==> src/rtl/lbg_pkg.sv <==
package lbg_pkg;
   // Level used for an inverse half while the window is open
   typedef enum logic {
      MASK_FORCE_WHITE  = 1'b0,
      MASK_PASS_THROUGH = 1'b1
   } inv_mask_e;

   localparam int unsigned NUM_HALVES = 2;
endpackage

==> src/rtl/lbg_sync.sv <==
module lbg_sync #(
   parameter int unsigned WIDTH  = 1,
   parameter int unsigned STAGES = 2
) (
   input  logic             clk,
   input  logic             rst_n,
   input  logic [WIDTH-1:0] d,
   output logic [WIDTH-1:0] q
);
   logic [WIDTH-1:0] stage_q [STAGES];

   for (genvar g = 0; g < STAGES; g++) begin : g_stage
      if (g == 0) begin : g_first
         always_ff @(posedge clk or negedge rst_n) begin
            if (!rst_n) stage_q[g] <= '0;
            else        stage_q[g] <= d;
         end
      end else begin : g_next
         always_ff @(posedge clk or negedge rst_n) begin
            if (!rst_n) stage_q[g] <= '0;
            else        stage_q[g] <= stage_q[g-1];
         end
      end
   end

   assign q = stage_q[STAGES-1];
endmodule

==> src/rtl/lbg_timer.sv <==
module lbg_timer #(
   parameter int unsigned LEN_W = 10
) (
   input  logic             clk,
   input  logic             rst_n,
   input  logic             sync_s,
   input  logic [LEN_W-1:0] len,
   output logic             fall,
   output logic [LEN_W-1:0] cnt,
   output logic             active
);
   logic sync_d;

   always_ff @(posedge clk or negedge rst_n) begin
      if (!rst_n) sync_d <= 1'b0;
      else        sync_d <= sync_s;
   end

   assign fall = sync_d & ~sync_s;

   always_ff @(posedge clk or negedge rst_n) begin
      if (!rst_n)             cnt <= '0;
      else if (fall)          cnt <= len;
      else if (cnt != '0)     cnt <= cnt - 1'b1;
   end

   assign active = (cnt != '0);
endmodule

==> src/rtl/lbg_inv_store.sv <==
module lbg_inv_store #(
   parameter int unsigned HALVES = lbg_pkg::NUM_HALVES
) (
   input  logic              clk,
   input  logic              rst_n,
   input  logic              opt_s,
   input  logic              vretrace,
   input  logic              half_sel,
   output logic [HALVES-1:0] store
);
   for (genvar h = 0; h < HALVES; h++) begin : g_half
      always_ff @(posedge clk or negedge rst_n) begin
         if (!rst_n)                                   store[h] <= 1'b0;
         else if (vretrace && (32'(half_sel) == h))    store[h] <= opt_s;
      end
   end
endmodule

==> src/rtl/line_blank_gate.sv <==
module line_blank_gate #(
   parameter int unsigned        LEN_W       = 10,
   parameter int unsigned        SYNC_STAGES = 2,
   parameter lbg_pkg::inv_mask_e INV_MASK    = lbg_pkg::MASK_FORCE_WHITE
) (
   input  logic             clk,
   input  logic             rst_n,
   input  logic             line_sync_i,
   input  logic             vretrace_i,
   input  logic             half_sel_i,
   input  logic             inv_opt_i,
   input  logic             pix_raw_i,
   input  logic [LEN_W-1:0] blank_len_i,
   output logic             pix_o,
   output logic             blank_o
);
   localparam int unsigned SYNC_W = 2;

   if (LEN_W < 1 || LEN_W > 16) begin : g_bad_len
      $error("line_blank_gate: LEN_W out of range");
   end
   if (SYNC_STAGES < 2) begin : g_bad_sync
      $error("line_blank_gate: SYNC_STAGES must be at least 2");
   end

   logic [SYNC_W-1:0]               sync_vec;
   logic                            sync_line;
   logic                            sync_opt;
   logic                            sync_fall;
   logic [LEN_W-1:0]                win_cnt;
   logic [lbg_pkg::NUM_HALVES-1:0]  inv_store;
   logic                            inv_cur;
   logic                            mask_level;

   lbg_sync #(.WIDTH(SYNC_W), .STAGES(SYNC_STAGES)) u_sync (
      .clk  (clk),
      .rst_n(rst_n),
      .d    ({inv_opt_i, line_sync_i}),
      .q    (sync_vec)
   );
   assign sync_line = sync_vec[0];
   assign sync_opt  = sync_vec[1];

   lbg_timer #(.LEN_W(LEN_W)) u_timer (
      .clk   (clk),
      .rst_n (rst_n),
      .sync_s(sync_line),
      .len   (blank_len_i),
      .fall  (sync_fall),
      .cnt   (win_cnt),
      .active(blank_o)
   );

   lbg_inv_store #(.HALVES(lbg_pkg::NUM_HALVES)) u_store (
      .clk     (clk),
      .rst_n   (rst_n),
      .opt_s   (sync_opt),
      .vretrace(vretrace_i),
      .half_sel(half_sel_i),
      .store   (inv_store)
   );

   assign inv_cur = inv_store[half_sel_i];

   if (INV_MASK == lbg_pkg::MASK_FORCE_WHITE) begin : g_mask_white
      assign mask_level = inv_cur;
   end else begin : g_mask_pass
      assign mask_level = inv_cur & pix_raw_i;
   end

   assign pix_o = blank_o ? mask_level : pix_raw_i;
endmodule

==> config.mk <==
export PLATFORM = sky130hd
export DESIGN_NAME = line_blank_gate
export DESIGN_NICKNAME = d
export VERILOG_FILES = /design/src/rtl/lbg_pkg.sv /design/src/rtl/lbg_sync.sv /design/src/rtl/lbg_timer.sv /design/src/rtl/lbg_inv_store.sv /design/src/rtl/line_blank_gate.sv
export SDC_FILE = /design/constraint.sdc
export NUM_CORES = 1
export LEC_CHECK = 0
export ABC_CLOCK_PERIOD_IN_PS = 4100
export CAP_MARGIN = 25
export CELL_PAD_IN_SITES_DETAIL_PLACEMENT = 0
export CELL_PAD_IN_SITES_GLOBAL_PLACEMENT = 2
export CORE_ASPECT_RATIO = 1.75
export CORE_UTILIZATION = 32
export DETAILED_ROUTE_END_ITERATION = 6
export PLACE_DENSITY = 0.9
export SYNTH_ARGS = -nofsm -noshare
export SYNTH_HDL_FRONTEND = slang
export SYNTH_SLANG_ARGS = --single-unit
==> constraint.sdc <==
create_clock -name clk -period 4.1 [get_ports clk]
set_clock_uncertainty 0.15 [all_clocks]
set_input_delay 1.025 -clock clk [delete_from_list [all_inputs] [get_ports clk]]
set_output_delay 1.025 -clock clk [all_outputs]
set_load 0.01 [all_outputs]
==> results_dict.tcl <==
set metrics [dict create \
    dr_wl_met2_microns 893 \
    period_needed_ns 3.74 \
    avgSynthCellArea_sq_um 10.4 \
    fp.dieW_microns 40.2 \
    finalSetupTns_ns 0 \
    ys_top_cells_by_area "dfrtp_1 52%, nor2_1 4.1%, mux2_2 4.1%" \
    synth_top_area_share_pct 52.0 \
    drv_slew 0 \
    synthCells 79 \
    die_area_sq_um 2770 \
    vdd_drop_max_mv 0.203 \
    synthFlopType "dfrtp_1" \
    drc 0 \
    core_sq_um 2360 \
    status "complete, no violations" \
    area_delta_synth_final_pct 30.6 \
    n_antenna_cell 0 \
    synth_area_leader_cell "dfrtp_1" \
    drtAntennaViolNets 0 \
    ys_ff_latch 17 \
    io_buffers 18 \
    netlist_area_sq_um 818 \
    start_util_pct 34.7 \
    met3WireLength_microns 50 \
    maxCapViolCount 0 \
    ys_types 30 \
    grt_overflow 0 \
    slowest_stage "clkdlybuf4s50_1" \
    path_max_fanout 5 \
    drt_iter0_drc 9 \
    cp_top_family "buffers and inverters" \
    final-setup-viol-count 0 \
    synth_async_sr_flop_share_pct 100 \
    max_freq_ghz 0.267 \
    worstPathBufferInverterCount 3 \
    cp_common_cell "inv_1" \
    cp_cell_sequence "inv_1 -> ha_1 -> or4b_1 -> nor2_1 -> inv_1 -> a21oi_1 -> clkdlybuf4s50_1" \
    crit_path_end_kind "primary output" \
    drt-total-wl_microns 1650 \
    wl_met1_microns 673 \
    pwr_density_cell_nw_per_um2 454 \
    final_net_count 118 \
    dp_hpwl_microns 1280 \
    clkSinkCount 17 \
    fin_util_pct 45.3 \
    grt_pass1_vias 650 \
    viasPerCell 5.39 \
    cts-htree-levels 1 \
    ys_seq_area_share_pct 52.0 \
    arrival_ns 2.57 \
    finalCritPeriodShare_pct 91.3 \
    cts.repair.resized 0 \
    startpoint_type "register" \
    highest_layer "met4" \
    grt_antenna_before_repair 0 \
    synth_edf_count 0 \
    p_leak_nw 0.426 \
    finalWeightedCongestion 0.797 \
    path_clk_slew_ns 0.06 \
    nFillCells 238 \
    cts_hold_buf 0 \
    worstPathRequired_ns 2.92 \
    grt_pass1_wl_microns 2760 \
    cts_tree "done" \
    cts.path.max_buffers 2 \
    hp-class "register to register" \
    relSlewSlack_pct 49.4 \
    holdWs_ns 0.207 \
    wl_per_cell_microns 13.3 \
    clock_latency_ns 0.25 \
    die_height_microns 68.9 \
    cts_setup_buffers 0 \
    grt_max_degree 18 \
    hold_violations 0 \
    track_usage_pct 14.9 \
    rsz0062_at_grt "no" \
    synth_nets 97 \
    ios 19 \
    cts_root_buffer "clkbuf_8" \
    cts_buffers 3 \
    vias 668 \
    crit_type "register to primary output" \
    worst_pin_slew_ns 0.757 \
    yosysWarnings 0 \
    num_rows 23 \
    dr.pass1.iters 4 \
    slowest_delay_ns 0.55 \
    drive_gt1_share_pct 10.1 \
]
power by group:
part / switching [W] / internal [W] / leakage (nW)
Combinational: 0.0000498 / 0.0000669 / 0.202
Clock: 0.0000566 / 0.0000674 / 0.0255
Sequential: 0.0000414 / 0.000203 / 0.198
cell usage after synthesis, types with 2 or more instances:
| cell type | instances |
|---|---|
| o21ai_0 | 3 |
| inv_1 | 3 |
| mux2i_1 | 2 |
| dfrtp_1 | 17 |
| nand2_1 | 7 |
| o31ai_1 | 4 |
| a21oi_1 | 4 |
| nor4_1 | 2 |
| nand2b_1 | 2 |
| nor2b_1 | 2 |
| mux2_2 | 3 |
| a31oi_1 | 4 |
| nor2_1 | 9 |
metal layers:
| metal | GRT usage (%) | up-vias |
|---|---|---|
| li1 | - | 325 |
| met1 | 16.3 | 324 |
| met2 | 25.4 | 15 |
| met3 | 2.88 | 4 |
| met4 | 8.75 | 0 |
| met5 | 0 | - |
through the flow:
| step | setup slack (ns) | cells | area, sq um | power (W) |
|---|---|---|---|---|
| 6_report | 0.357 | 124 | 1070 | 0.000485 |
| 5_1_grt | 0.159 | 124 | 1070 | 0.000519 |
| 4_1_cts | 0.301 | 124 | 1070 | 0.000493 |
| 3_5_place_dp | 0.582 | 120 | 1020 | 0.000365 |
| 3_3_place_gp | 0.616 | 120 | 1020 | 0.000361 |
| 2_1_floorplan | 1.22 | 79 | 818 | 0.000317 |
final cells by class:
type | count | area (sq um) | area share [%]
Sequential cell | 17 | 425 | 39.8
Multi-Input combinational cell | 57 | 374 | 35.0
Timing Repair Buffer | 18 | 180 | 16.9
Clock buffer | 3 | 41.3 | 3.86
Tap cell | 25 | 31.3 | 2.93
Inverter | 3 | 11.3 | 1.05
Clock inverter | 1 | 5.00 | 0.468
cells in the final DEF, fill, tap and decap left out:
cell and count:
or4_1 1, nand2b_1 2, nand2_1 7, inv_1 3, or3_4 1, xnor2_1 1, nor2_1 9, o41ai_1 1
nor4_1 2, nor3b_1 1, clkinv_2 1, xor2_1 1, ha_1 1, nand4b_1 1, mux2_2 3, nor3_1 1
mux2i_1 2, o21ai_0 3, and3_2 1, nor4b_1 1, o211ai_1 1, nor2b_1 2, a31oi_1 4, or4b_1 1
or3_1 1, a21oi_1 4, dfrtp_1 17, o31ai_1 4, clkbuf_8 3, or4b_4 1, clkdlybuf4s50_1 18
cell families after synthesis:
kind of cell / after synthesis / synth area share [%]
flip-flops: 17 / 52.0
AND/OR/NAND/NOR: 32 / 22.5
adder cells (fa/ha/maj): 1 / 1.53
XOR/XNOR: 2 / 2.14
AO/OA/AOI/OAI: 17 / 13.0
multiplexers: 5 / 6.57
buffers and inverters: 5 / 2.29
flip-flops by register name, summed over array words and instances (netlist names):
register        cells
u_store.store       2
u_timer.cnt        10
u_sync.q            2
u_sync.stage_q      2
u_timer.sync_d      1
path summary, 6_finish.rpt:
kind | start | end | slack, ns | cells past startpoint
max | u_timer.cnt[0] | pix_o | 0.36 | 7
min | u_sync.stage_q[2] | u_sync.q[0] | 0.21 | 0
max reg2reg | u_timer.cnt[0] | u_timer.cnt[1] | 1.82 | 7
min reg2reg | u_sync.stage_q[2] | u_sync.q[0] | 0.21 | 0
max in group asynchronous | rst_n | u_store.store[1] | 2.26 | 1
min in group asynchronous | rst_n | u_timer.cnt[5] | 1.07 | 1
Power figures use the tool's default switching activity.
